--- src/rtl/ecc_cap_pkg.sv ---
package ecc_cap_pkg;

  localparam int KINDS = 2;

  typedef enum int {
    KIND_SEC = 0,
    KIND_DED = 1
  } err_kind_e;

  // An error is taken only into an empty slot, and never against a clear.
  function automatic logic take_error(input logic err, input logic flag, input logic clr);
    return err && !flag && !clr;
  endfunction

  // Next value of a sticky flag: a clear dominates, otherwise set-and-hold.
  function automatic logic next_flag(input logic err, input logic flag, input logic clr);
    return clr ? 1'b0 : (flag | err);
  endfunction

  // Combined interrupt over all kinds.
  function automatic logic irq_merge(input logic [KINDS-1:0] flags,
                                     input logic [KINDS-1:0] en);
    return |(flags & en);
  endfunction

endpackage

--- src/rtl/ecc_cap_slot.sv ---
module ecc_cap_slot #(
  parameter int ADDR_W = 32
) (
  input  logic              clk_i,
  input  logic              rst_ni,
  input  logic              err_i,
  input  logic [ADDR_W-1:0] addr_i,
  input  logic              clr_i,
  output logic              flag_o,
  output logic [ADDR_W-1:0] addr_o
);
  import ecc_cap_pkg::*;

  logic capture_ev;
  logic clear_ev;
  logic drop_ev;
  logic flag_d;

  assign capture_ev = take_error(err_i, flag_o, clr_i);
  assign clear_ev   = clr_i;
  assign drop_ev    = err_i && (flag_o || clr_i);
  assign flag_d     = next_flag(err_i, flag_o, clr_i);

  always_ff @(posedge clk_i or negedge rst_ni) begin
    if (!rst_ni) begin
      flag_o <= 1'b0;
      addr_o <= '0;
    end else begin
      flag_o <= flag_d;
      if (clear_ev) begin
        addr_o <= '0;
      end else if (capture_ev) begin
        addr_o <= addr_i;
      end
    end
  end

  // first error of this kind is latched with its address
  a_r2_capture: assert property (@(posedge clk_i) disable iff (!rst_ni)
    capture_ev |=> (flag_o && addr_o == $past(addr_i)));

  // held slot keeps its flag and address
  a_r4_first_kept: assert property (@(posedge clk_i) disable iff (!rst_ni)
    (flag_o && !clr_i) |=> (flag_o && $stable(addr_o)));

  // clear empties the slot
  a_r5_clear_wipes: assert property (@(posedge clk_i) disable iff (!rst_ni)
    clear_ev |=> (!flag_o && addr_o == '0));

  // a dropped error never leaves the slot newly set
  a_r6_clear_wins: assert property (@(posedge clk_i) disable iff (!rst_ni)
    (drop_ev && clr_i) |=> !flag_o);

  // empty slot reads as address zero
  a_r8_empty_zero: assert property (@(posedge clk_i) disable iff (!rst_ni)
    !flag_o |-> (addr_o == '0));

endmodule

--- src/rtl/ecc_cap_irq.sv ---
module ecc_cap_irq (
  input  logic [ecc_cap_pkg::KINDS-1:0] flags_i,
  input  logic [ecc_cap_pkg::KINDS-1:0] en_i,
  output logic                          irq_o
);
  import ecc_cap_pkg::*;

  always_comb begin
    irq_o = irq_merge(flags_i, en_i);
  end

endmodule

--- src/rtl/ecc_fault_capture.sv ---
module ecc_fault_capture #(
  parameter int ADDR_W = 32
) (
  input  logic              clk_i,
  input  logic              rst_ni,
  input  logic              sec_err_i,
  input  logic              ded_err_i,
  input  logic [ADDR_W-1:0] rd_addr_i,
  input  logic              sec_clr_i,
  input  logic              ded_clr_i,
  input  logic              sec_irq_en_i,
  input  logic              ded_irq_en_i,
  output logic              sec_flag_o,
  output logic              ded_flag_o,
  output logic [ADDR_W-1:0] sec_addr_o,
  output logic [ADDR_W-1:0] ded_addr_o,
  output logic              irq_o
);
  import ecc_cap_pkg::*;

  logic [KINDS-1:0] err_v;
  logic [KINDS-1:0] clr_v;
  logic [KINDS-1:0] en_v;
  logic [KINDS-1:0] flag_v;
  logic [ADDR_W-1:0] addr_a [KINDS];

  assign err_v[KIND_SEC] = sec_err_i;
  assign err_v[KIND_DED] = ded_err_i;
  assign clr_v[KIND_SEC] = sec_clr_i;
  assign clr_v[KIND_DED] = ded_clr_i;
  assign en_v[KIND_SEC]  = sec_irq_en_i;
  assign en_v[KIND_DED]  = ded_irq_en_i;

  for (genvar k = 0; k < KINDS; k++) begin : g_slot
    ecc_cap_slot #(
      .ADDR_W(ADDR_W)
    ) slot_i (
      .clk_i  (clk_i),
      .rst_ni (rst_ni),
      .err_i  (err_v[k]),
      .addr_i (rd_addr_i),
      .clr_i  (clr_v[k]),
      .flag_o (flag_v[k]),
      .addr_o (addr_a[k])
    );
  end

  ecc_cap_irq irq_i (
    .flags_i (flag_v),
    .en_i    (en_v),
    .irq_o   (irq_o)
  );

  assign sec_flag_o = flag_v[KIND_SEC];
  assign ded_flag_o = flag_v[KIND_DED];
  assign sec_addr_o = addr_a[KIND_SEC];
  assign ded_addr_o = addr_a[KIND_DED];

  // an enabled, set flag raises the interrupt
  a_r7_irq_raised: assert property (@(posedge clk_i) disable iff (!rst_ni)
    ((sec_flag_o && sec_irq_en_i) || (ded_flag_o && ded_irq_en_i)) |-> irq_o);

  // no enabled flag means no interrupt
  a_r7_irq_quiet: assert property (@(posedge clk_i) disable iff (!rst_ni)
    (!(sec_flag_o && sec_irq_en_i) && !(ded_flag_o && ded_irq_en_i)) |-> !irq_o);

  // a double-error edge alone leaves the single-error slot untouched
  a_r3_kinds_apart: assert property (@(posedge clk_i) disable iff (!rst_ni)
    (!sec_err_i && !sec_clr_i) |=> ($stable(sec_flag_o) && $stable(sec_addr_o)));

endmodule

--- config.mk ---
export PLATFORM = sky130hd
export DESIGN_NAME = ecc_fault_capture
export DESIGN_NICKNAME = d
export VERILOG_FILES = /design/src/rtl/ecc_cap_pkg.sv /design/src/rtl/ecc_cap_slot.sv /design/src/rtl/ecc_cap_irq.sv /design/src/rtl/ecc_fault_capture.sv
export SDC_FILE = /design/constraint.sdc
export NUM_CORES = 1
export LEC_CHECK = 0
export CAP_MARGIN = 40
export CORE_MARGIN = 2
export CORE_UTILIZATION = 55
export CTS_CLUSTER_DIAMETER = 80
export CTS_CLUSTER_SIZE = 40
export DETAILED_ROUTE_END_ITERATION = 10
export DONT_BUFFER_PORTS = 1
export PLACE_DENSITY = 0.69
export SYNTH_ARGS = -nofsm -noshare
export SYNTH_HDL_FRONTEND = slang
export SYNTH_SLANG_ARGS = --single-unit
export TNS_END_PERCENT = 5
--- constraint.sdc ---
create_clock -name clk_i -period 1 [get_ports clk_i]
set_input_delay 0.05 -clock clk_i [delete_from_list [all_inputs] [get_ports clk_i]]
set_output_delay 0.05 -clock clk_i [all_outputs]
set_load 0.03 [all_outputs]
# --- After elaboration in Yosys (flattened, before gate mapping) ---
# Cells that the tools add are included.
# Widths: inputs -> output; s select.
word_totals:
  input_bits: 40
  reg_bits: 66
  out_inout_bits: 67
  word_cells: 24
op_classes:
  reduce_logical: 11
  bitwise_logic: 3
  n_mux: 6
op_table:
  columns: ["cell", "n"]
  rows:
  - ["$mux 32", 4]
  - ["$logic_and 1x1->1", 4]
  - ["$logic_not 1->1", 4]
  - ["$reduce_bool 2->1", 2]
  - ["$and 2x2->2", 1]
  - ["$mux 1", 2]
  - ["$or 1x1->1", 2]
  - ["$reduce_or 2->1", 1]

# --- Longest topological paths before layout ---
# Gate-level depths: netlist of the first run.
depth:
  word_depth: 5
  depth_mapped: 4

# --- Modules after synthesis ---
# A second synthesis of the first run with hierarchy kept.
unflattened:
  hier_cells: 297
  area_unflattened_um2: 3334.4
modules_own_cells:
  columns: ["module", "cells_per_inst", "instances", "seq_area_each_um2", "area_each_um2"]
  rows:
  - ["ecc_cap_slot", 148, 2, 825.8, 1662.8]
  - ["ecc_cap_irq", 1, 1, 0.0, 8.8]

# --- Worst setup path before layout of the first run ---
# No wires, ideal clock.
synth_timing:
  path_kind: "register -> output"
  startpoint: "reg g_slot[0].slot_i.flag_o"
  endpoint: "out irq_o"
  t_required_ns: 0.950
  slack_ns: -0.202
  path_stages_with_launch: 3
  path_buffers: 1
  t_arrival_ns: 1.152
  path_cell_list: "dfrtp_1 > buf_2 > a22o_1"
synth_between:
  elab_chain_len: 2
synth_lines:
  columns: ["element", "line_no", "text"]
  rows:
  - ["start, declared", "ecc_cap_slot.sv:9", "output logic flag_o,"]
  - ["start signal, assigned", "ecc_cap_slot.sv:29", "flag_o <= flag_d;"]
  - ["$and 2x2->2", "ecc_cap_pkg.sv:23", "return |(flags & en);"]
  - ["$reduce_or 2->1", "ecc_cap_pkg.sv:23", null]
  - ["end, declared", "ecc_fault_capture.sv:17", "output logic irq_o"]
# Every way passes these cells.

# --- Worst setup path in the final report of the first run ---
layout_timing:
  startpoint: "reg g_slot[1].slot_i.flag_o"
  endpoint: "out irq_o"
layout_between:
  elab_chain_len: 2
layout_lines:
  columns: ["element", "line_no"]
  rows:
  - ["start, declared", "ecc_cap_slot.sv:9"]
  - ["start signal, assigned", "ecc_cap_slot.sv:29"]
  - ["$and 2x2->2", "ecc_cap_pkg.sv:23"]
  - ["$reduce_or 2->1", "ecc_cap_pkg.sv:23"]
# Every way passes these cells.

==> flow_summary.toml, run 1 <==
[yosys]
yosysMostFrequentCell = "dfrtp_1"
yosysTopAreaCell = "dfrtp_1"
yosys-top-cells-area = "dfrtp_1 50%, nand4bb_1 22%, nand2b_1 12%"
synth_cell_types = 13
netlist_area_sq_um = 3316
postSynthAreaPerCell_sq_um = 11.16
ys.flop_type = "dfrtp_1"
async_flop_share_pct = 100.0
ys_top_cells_by_count = "66 x dfrtp_1, 64 x nand2b_1, 64 x nand4bb_1"
yosysWarnings = 0
synth_top_cell_area_share_pct = 49.81
syn_inst = 297
synth_edf_count = 0
synth_seq_cells = 66
synth_fp_nets = 337
ys_seq_area_share_pct = 49.81

[finish]
area_delta_synth_final_pct = 35.74
diodes = 0
nets = 429
fillers = 416
drive_gt1_share_pct = 25.89
multiInputGateArea_sq_um = 1508
register_area_sq_um = 1654
stdcell_area_sq_um = 4501

[power_and_ir_drop]
p_int_mw = 4.869
seqPwrFrac_pct = 43.8
p_per_area_nw_per_um2 = 1485
comb_power_share_pct = 19.6
max-vdd-ir-drop_mv = 1.195
p_leak_nw = 1.943
p_clk_share_pct = 36.6
p_total_mw = 6.681
swShare_pct = 27.13
p_sw_mw = 1.813

[min_path]
min_path_type = "input port to async pin"

[floorplanning]
io_pins = 107
fp.dieW_microns = 81.65
dieArea_sq_um = 6666
core_sq_um = 5886
die_h_microns = 81.65
initial_utilization_pct = 56.34
rows = 28

[sta]
fin_tns_setup_ns = -4.973
period_share_pct = 123.2
slew_headroom_pct = 87.84
drv_slew = 0
fin_ws_ns = -0.2319
fmax_ghz = 0.8118
finalSetupViolCount = 57
final_hold_viol_count = 132
finClkSkew_ns = 0.005132
hold_slack_ns = -0.6088
finalWorstPathRequiredPeriod_ns = 1.232
tightest_slew_ns = 0.1804
rsz0062_at_grt = "yes"

[setup_path]
crit_path_start = "g_slot[1].slot_i.flag_o"
timing.critical_path.to = "irq_o"
worstPathRequired_ns = 0.95
cp-start-kind = "register"
critical_path_buf_inv_count = 1
timing.rr.start = "g_slot[1].slot_i.flag_o"
cp_cell_sequence = "buf_8, a22o_4"
r2r_cells = 5
rrSetupSlack_ns = -0.17
critPathSlowestCell = "dfrtp_2"
cp_max_fo = 4
path_depth = 2
max_stage_delay_ns = 0.44
critical_path_class = "register to output pin"
rr_endpoint = "g_slot[1].slot_i.addr_o[5]"
endpoint_kind = "output pin"
path_delay_family = "flip-flops"
arrival_ns = 1.18

[clocking]
cts_tree = "done"
cts.root.buffer_cell = "clkbuf_8"
cts_max_level = 3
clock-sinks = 66
path_clk_slew_ns = 0.07
cts_buffers = 9
clockBufferDepth = 2
ctsHoldBuffers = 34
clkLatencyLatePin_ns = 0.34

[global_route]
grt_pass1_vias = 2740
antenna_found_initial = 0
gr-max-usage-layer = "met2"
use_met1_pct = 36.51
overflow = 0
grt_usage_pct = 27.48
grt_max_degree = 67
grt_use_met2_pct = 43.20
grt_pass1_wl_mm = 13.71
use_met3_pct = 7.692

[run]
max-cap-violations = 0

[detailed_routing]
ant_nets = 0
dr.pass1.iters = 4
vias = 2737
avgViaCountPerCell = 5.836
wl_mm = 8.726
drc = 0
wire_per_inst_microns = 18.61
drtIter0Drc = 152

[placed_design]
place_ws_ns = -0.02688
dpl_cell_area_sq_um = 3842
port-buffer-count = 0
place_congestion = 0.7496
dp_hpwl_mm = 4.938

[status]
status = "finished, violations left"
violations = "hold timing, setup timing"
[power by group through the flow]
stage / clock, mW / sequential (mW) / combinational [mW]
finish: 2.45 / 2.93 / 1.31
global route: 2.59 / 2.94 / 1.38
CTS: 2.49 / 2.92 / 1.30
detailed placement: 0 / 2.97 / 1.07
global placement: 0 / 2.97 / 1.06
floorplan: 0 / 3.28 / 0.476
[how the worst min path moves through the flow]
stage / from / end / slack [ns] / depth (start not counted)
finish: rst_ni / g_slot[0].slot_i.addr_o[23] / -0.61 / 0
floorplan: rst_ni / g_slot[0].slot_i.addr_o[0] / -0.25 / 0
global route: rst_ni / g_slot[1].slot_i.addr_o[24] / -0.63 / 0
global placement: rst_ni / g_slot[0].slot_i.addr_o[23] / -0.24 / 0
CTS: rst_ni / g_slot[0].slot_i.addr_o[23] / -0.62 / 0
detailed placement: rst_ni / g_slot[0].slot_i.addr_o[23] / -0.24 / 0
[cells in the final DEF (no fill, tap or decap)]
| cell type | netlist | routed |
|---|---|---|
| buf_4 | 7 | 68 |
| nand2b_1 | 64 | 64 |
| nand4bb_1 | 64 | 64 |
| dfrtp_1 | 66 | 64 |
| o21ai_1 | 63 | 62 |
| dlygate4sd3_1 | 0 | 32 |
| clkbuf_8 | 0 | 13 |
| buf_6 | 1 | 6 |
| buf_12 | 0 | 5 |
| nor2_1 | 4 | 3 |
| nor2b_4 | 2 | 2 |
| clkbuf_1 | 10 | 2 |
| dfrtp_2 | 0 | 2 |
| buf_8 | 0 | 2 |
| nor2_2 | 0 | 1 |
| a22o_4 | 0 | 1 |
| o21ai_2 | 0 | 1 |
| o21ai_0 | 1 | 1 |
| bufinv_16 | 0 | 1 |
[layout make-up]
class | instances | share of cell area (%)
flip-flops and latches | 66 | 36.75
multi-input cells | 199 | 33.50
repair buffers | 113 | 22.85
clock buffers | 15 | 4.142
well taps | 75 | 2.085
clock inverters | 1 | 0.6672
[state kept, by name, summed over array words and instances, names as in the netlist]
register              count
g_slot.slot_i.addr_o     64
g_slot.slot_i.flag_o      2
[through the flow]
stage               cells  util [%]
floorplan             297         -
global placement      414     65.28
detailed placement    414     65.28
CTS                   469     76.17
global route          469     76.47
finish                469     76.47
[timing repair]
action	in CTS	in global routing
resized for setup	7	5
setup endpoints to repair	14	71
buffers inserted	5	0
endpoints found under the hold margin	132	132
pin swaps	12	1
[cell families (layout without fill, tap and decap cells)]
kind of cell           Yosys count  in the layout  share of synthesized area (%)
flip-flops                      66             66                          49.81
AO/OA/AOI/OAI                   65             65                          9.924
buffers and inverters           32            129                          5.170
AND/OR/NAND/NOR                134            134                          35.09
[routing by layer]
layer,up-vias,share of wire [%]
met5,-,0
met3,13,7.2
met1,1361,43
met4,0,1.6
met2,112,48
li1,1251,-
Note: power is estimated with default switching activity, not from simulation.
==> run 2, diff against run 1 <==
--- a/config.mk
+++ b/config.mk
@@ -12,6 +12,7 @@
 export CTS_CLUSTER_SIZE = 40
 export DETAILED_ROUTE_END_ITERATION = 10
 export DONT_BUFFER_PORTS = 1
+export GPL_TIMING_DRIVEN = 0
 export PLACE_DENSITY = 0.69
 export SYNTH_ARGS = -nofsm -noshare
 export SYNTH_HDL_FRONTEND = slang
==> run 2 against run 1 <==
Against the previous run: the flow still finishes with violations (hold timing, setup timing); register-to-register slack lost 0.04 ns; largest cell class unchanged; combinational power shrank 39%; routed wire length shrank 0.65%; global-route usage shrank 0.79 points.
==> flow_summary.toml, run 2 (synthesis results as in run 1) <==
[sta]
rsz0062_at_grt = "yes"
fin_ws_ns = -0.3535
period_share_pct = 135.4
final_hold_viol_count = 66
finClkSkew_ns = 0.004354
tightest_slew_ns = 0.4023
fmax_ghz = 0.7388
hold_slack_ns = -0.5971
finalWorstPathRequiredPeriod_ns = 1.354
fin_tns_setup_ns = -9.984
drv_slew = 0
slew_headroom_pct = 73.18
finalSetupViolCount = 67

[placed_design]
dp_hpwl_mm = 5.469
placedCellCount = 372
port-buffer-count = 0
dpl_cell_area_sq_um = 3423
place_congestion = 0.7791
place_ws_ns = -0.1816

[setup_path]
critical_path_buf_inv_count = 1
max_stage_delay_ns = 0.52
cp_cell_sequence = "buf_6, a22o_4"
cp_max_fo = 7
path_delay_family = "flip-flops"
cp-start-kind = "register"
worstPathRequired_ns = 0.95
rrSetupSlack_ns = -0.21
critPathSlowestCell = "dfrtp_2"
timing.rr.start = "g_slot[0].slot_i.flag_o"
crit_path_start = "g_slot[0].slot_i.flag_o"
endpoint_kind = "output pin"
critical_path_class = "register to output pin"
rr_endpoint = "g_slot[0].slot_i.addr_o[11]"
r2r_cells = 4
arrival_ns = 1.30

[detailed_routing]
avgViaCountPerCell = 5.958
drc = 0
drtIter0Drc = 166
wire_per_inst_microns = 20.25
wl_mm = 8.669
ant_nets = 0
dr.pass1.iters = 4
vias = 2550

[clocking]
cts_max_level = 3
clkLatencyLatePin_ns = 0.33
ctsHoldBuffers = 34
clockBufferDepth = 2
cts.root.buffer_cell = "clkbuf_8"
cts_tree = "done"
cts_buffers = 9
path_clk_slew_ns = 0.07
clock-sinks = 66

[power_and_ir_drop]
max-vdd-ir-drop_mv = 0.9134
p_total_mw = 6.499
p_leak_nw = 1.655
p_per_area_nw_per_um2 = 1592

[finish]
area_delta_synth_final_pct = 23.09
stdcell_area_sq_um = 4081
diodes = 0
top_regs = "g_slot.slot_i.addr_o (64), g_slot.slot_i.flag_o (2)"
largest_register_ffs = 64
top_register = "g_slot.slot_i.addr_o"
layout.cells.non_filler = 428
final_cell_mix = "64 x nand2b_1, 64 x nand4bb_1, 64 x dfrtp_1"
drive_gt1_share_pct = 14.16
nets = 388
fillers = 441

[status]
status = "finished, violations left"
violations = "hold timing, setup timing"

[global_route]
grt_pass1_vias = 2605
antenna_found_initial = 0
grt_pass1_wl_mm = 13.31
overflow = 0
grt_usage_pct = 26.69
grt_max_degree = 67

[min_path]
min_path_type = "input port to async pin"

[run]
max-cap-violations = 0

[floorplanning]
die_h_microns = 81.65
fp.dieW_microns = 81.65
initial_utilization_pct = 56.34
io_pins = 107
core_sq_um = 5886
dieArea_sq_um = 6666
rows = 28
## run 2: worst max path at each step
stage / to / slack (ns) / cells past startpoint
after floorplan: irq_o / -0.01 / 2
after global placement: g_slot[0].slot_i.addr_o[10] / -0.17 / 3
after detailed placement: g_slot[0].slot_i.addr_o[11] / -0.18 / 3
after CTS: irq_o / -0.36 / 2
after global routing: irq_o / -0.38 / 2
final: irq_o / -0.35 / 2
## run 2: layout make-up
| cell class | count | area, sq um | share of cell area, % |
|---|---|---|---|
| repair buffers | 40 | 387.9 | 9.503 |
| clock inverters | 1 | 30.03 | 0.7357 |
| flip-flops and latches | 66 | 1654 | 40.53 |
| clock buffers | 15 | 186.4 | 4.568 |
| well taps | 75 | 93.84 | 2.299 |
| plain buffers | 32 | 214.0 | 5.242 |
| multi-input cells | 199 | 1515 | 37.12 |
## run 2: where the power goes
part / internal, mW / leakage, nW / switching [mW]
clock network: 1.43 / 0.110 / 1.00
registers: 2.82 / 0.884 / 0.446
logic: 0.425 / 0.661 / 0.376
## run 2: per-layer routing
layer / GRT usage (%) / vias up / part of all wire (%)
met2: 41.72 / 105 / 47
met1: 35.70 / 1263 / 42
met3: 7.253 / 14 / 9.0
met4: 9.833 / 0 / 1.7
met5: 0 / - / 0
li1: - / 1168 / -
## run 2: stage by stage
step / hold WS [ns] / utilization (%)
after floorplan: -0.2456 / -
after global placement: -0.2443 / 58.16
after detailed placement: -0.2441 / 58.16
after CTS: -0.6053 / 69.18
after global routing: -0.6165 / 69.35
final: -0.5971 / 69.35
## run 2: worst reg2reg max path, stage by stage (launching register included)
cell and delay, ns:
dfrtp_2 0.52, buf_6 0.17, buf_4 0.16, nand4bb_1 0.18, o21ai_1 0.10
## run 2: what timing repair did
item,in CTS,in global routing
endpoints found under the hold margin,130,66
cloned,1,0
endpoints found under the setup margin,63,67
buffers inserted,5,0
pin swaps,14,9
gates resized for setup,16,3
==> run 3, diff against run 2 <==
--- a/config.mk
+++ b/config.mk
@@ -5,15 +5,16 @@
 export SDC_FILE = /design/constraint.sdc
 export NUM_CORES = 1
 export LEC_CHECK = 0
+export ABC_AREA = 1
 export CAP_MARGIN = 40
 export CORE_MARGIN = 2
-export CORE_UTILIZATION = 55
+export CORE_UTILIZATION = 50
 export CTS_CLUSTER_DIAMETER = 80
 export CTS_CLUSTER_SIZE = 40
 export DETAILED_ROUTE_END_ITERATION = 10
 export DONT_BUFFER_PORTS = 1
 export GPL_TIMING_DRIVEN = 0
-export PLACE_DENSITY = 0.69
+export PLACE_DENSITY = 0.64
 export SYNTH_ARGS = -nofsm -noshare
 export SYNTH_HDL_FRONTEND = slang
 export SYNTH_SLANG_ARGS = --single-unit
==> run 3 against run 2 <==
Against the previous run: the flow still finishes with violations (hold timing, setup timing); critical endpoint unchanged; fmax up 17%; synthesized cell count increased by 2.0%; final cell count increased by 1.2%; critical path type unchanged; largest power group unchanged; highest routed layer unchanged.
==> flow_summary.toml, run 3 <==
[yosys]
synth_edf_count = 0
async_flop_share_pct = 100.0
synth_cell_types = 13
postSynthAreaPerCell_sq_um = 10.91
syn_inst = 303
synth_seq_cells = 66
ys_top_cells_by_count = "67 x nand2_1, 66 x dfrtp_1, 64 x nand4_1"
synth_top_cell_area_share_pct = 49.98
yosysTopAreaCell = "dfrtp_1"
yosysMostFrequentCell = "nand2_1"
ys_seq_area_share_pct = 49.98
yosys-top-cells-area = "dfrtp_1 50%, nand3_2 18%, nand4_1 12%"
netlist_area_sq_um = 3304
ys.flop_type = "dfrtp_1"
yosysWarnings = 0
synth_fp_nets = 343

[detailed_routing]
wire_per_inst_microns = 18.84
ant_nets = 0
top_layer = "met4"
vias = 2488
wl_met1_mm = 3.505
wl_mm = 8.158
drtIter0Drc = 126
wl_met2_mm = 3.972
wl_met3_microns = 628
avgViaCountPerCell = 5.746
drc = 0
dr.pass1.iters = 5

[sta]
slew_headroom_pct = 76.58
period_share_pct = 115.3
fin_tns_setup_ns = -7.413
finalWorstPathRequiredPeriod_ns = 1.153
fin_ws_ns = -0.1534
finalSetupViolCount = 63
final_hold_viol_count = 66
hold_slack_ns = -0.6025
rsz0062_at_grt = "yes"
fmax_ghz = 0.8670
tightest_slew_ns = 0.3512
finClkSkew_ns = 0.01209
drv_slew = 0

[finish]
diodes = 0
top_regs = "g_slot.slot_i.addr_o (64), g_slot.slot_i.flag_o (2)"
drive_gt1_share_pct = 33.15
fillers = 536
final_cell_mix = "64 x nand4_1, 64 x nand2_1, 64 x dfrtp_1"
nets = 391
top_register = "g_slot.slot_i.addr_o"
largest_register_ffs = 64
area_delta_synth_final_pct = 20.07
layout.cells.non_filler = 433
stdcell_area_sq_um = 3968

[clocking]
clkLatencyLatePin_ns = 0.34
ctsHoldBuffers = 36
cts.root.buffer_cell = "clkbuf_8"
clockBufferDepth = 2
cts_buffers = 9
clock-sinks = 66
cts_tree = "done"
path_clk_slew_ns = 0.08
cts_max_level = 3

[setup_path]
critical_path_buf_inv_count = 0
path_delay_family = "flip-flops"
critical_path_class = "register to output pin"
max_stage_delay_ns = 0.53
endpoint_kind = "output pin"
critPathSlowestCell = "dfrtp_2"
cp-start-kind = "register"
arrival_ns = 1.10
timing.rr.start = "g_slot[0].slot_i.flag_o"
cpMostUsedCell = "nand2_4"
cp_max_fo = 4
rrSetupSlack_ns = -0.14
cp_cell_sequence = "nand2_4, nand2_4"
worstPathRequired_ns = 0.95
rr_endpoint = "g_slot[0].slot_i.addr_o[5]"
r2r_cells = 4

[global_route]
grt_pass1_wl_mm = 12.98
overflow = 0
grt_pass1_vias = 2499
grt_usage_pct = 23.32
antenna_found_initial = 0
grt_max_degree = 67

[placed_design]
dpl_cell_area_sq_um = 3408
placedCellCount = 380
port-buffer-count = 0
dp_hpwl_mm = 5.475
place_congestion = 0.8127

[floorplanning]
io_pins = 107
core_sq_um = 6386
die_h_microns = 85.30
dieArea_sq_um = 7275
initial_utilization_pct = 51.74
fp.dieW_microns = 85.30
rows = 29

[status]
violations = "hold timing, setup timing"
status = "finished, violations left"

[power_and_ir_drop]
p_per_area_nw_per_um2 = 1543
p_leak_nw = 1.902
p_total_mw = 6.124
max-vdd-ir-drop_mv = 0.8142

[min_path]
min_path_type = "input port to async pin"

[run]
max-cap-violations = 0
==> run 3: cell types whose count changed after synthesis, moves of 4 or more <==
cell / change
nand2_1: +67
nand2b_1: -64
nand4_1: +64
nand4bb_1: -64
o21ai_1: -63
nand3_2: +60
clkbuf_1: -10
buf_12: +6
buf_4: +5
nand3_1: +4
==> run 3: per-layer routing <==
| metal | global-route usage, % | vias up |
|---|---|---|
| li1 | - | 1177 |
| met1 | 31.25 | 1224 |
| met2 | 35.65 | 83 |
| met3 | 6.907 | 4 |
| met4 | 9.235 | 0 |
| met5 | 0 | - |
==> run 3: area by class of cell <==
type                    instances  area, sq um  area share (%)
inverters                       4        25.02          0.6307
clock buffers                  13        158.9           4.005
repair buffers                 37        367.9           9.272
well taps                      77        96.34           2.428
multi-input cells             201         1345           33.90
flip-flops and latches         66         1654           41.69
plain buffers                  32        305.3           7.695
clock inverters                 3        15.01          0.3784
==> run 3: worst max-delay path by stage <==
stage	cells past startpoint	startpoint	end
5_1_grt	5	g_slot[0].slot_i.flag_o	g_slot[0].slot_i.addr_o[25]
4_1_cts	2	g_slot[1].slot_i.flag_o	irq_o
3_3_place_gp	5	g_slot[0].slot_i.flag_o	g_slot[0].slot_i.addr_o[9]
3_5_place_dp	5	g_slot[0].slot_i.flag_o	g_slot[0].slot_i.addr_o[8]
2_1_floorplan	5	g_slot[0].slot_i.flag_o	g_slot[0].slot_i.addr_o[0]
6_report	2	g_slot[1].slot_i.flag_o	irq_o
==> run 3: timing repair <==
action	in CTS	in global routing
hold endpoints to repair	132	66
pin swaps	2	0
resized for setup	5	0
gates cloned	0	0
setup endpoints to repair	63	65
setup buffers	1	0
==> run 3: logic make-up (layout without fill, tap and decap cells) <==
group | count (synthesis) | after routing | synth area share (%)
DFF | 66 | 66 | 49.98
buffers and inverters | 36 | 89 | 9.845
and+or+nand+nor | 201 | 201 | 40.17
==> run 3: power breakdown <==
group | leakage, nW | switching [mW] | internal, mW
sequential | 0.884 | 0.467 | 2.82
clock | 0.0932 | 0.991 | 1.03
combinational | 0.925 | 0.462 | 0.359
total | 1.90 | 1.92 | 4.20
==> run 3: worst register-to-register path, stage by stage (launching register included) <==
cell and delay (ns):
dfrtp_2 0.52, inv_4 0.15, buf_4 0.19, nand4_1 0.13, nand2_1 0.09
==> run 3: through the flow <==
stage / hold WS, ns / utilization (%) / worst slack [ns]
after floorplan: -0.2456 / - / -0.02935
after global placement: -0.2438 / 53.37 / -0.1062
after detailed placement: -0.2439 / 53.37 / -0.1253
after CTS: -0.6246 / 62.13 / -0.1740
after global routing: -0.6293 / 62.13 / -0.2062
final: -0.6025 / 62.13 / -0.1534
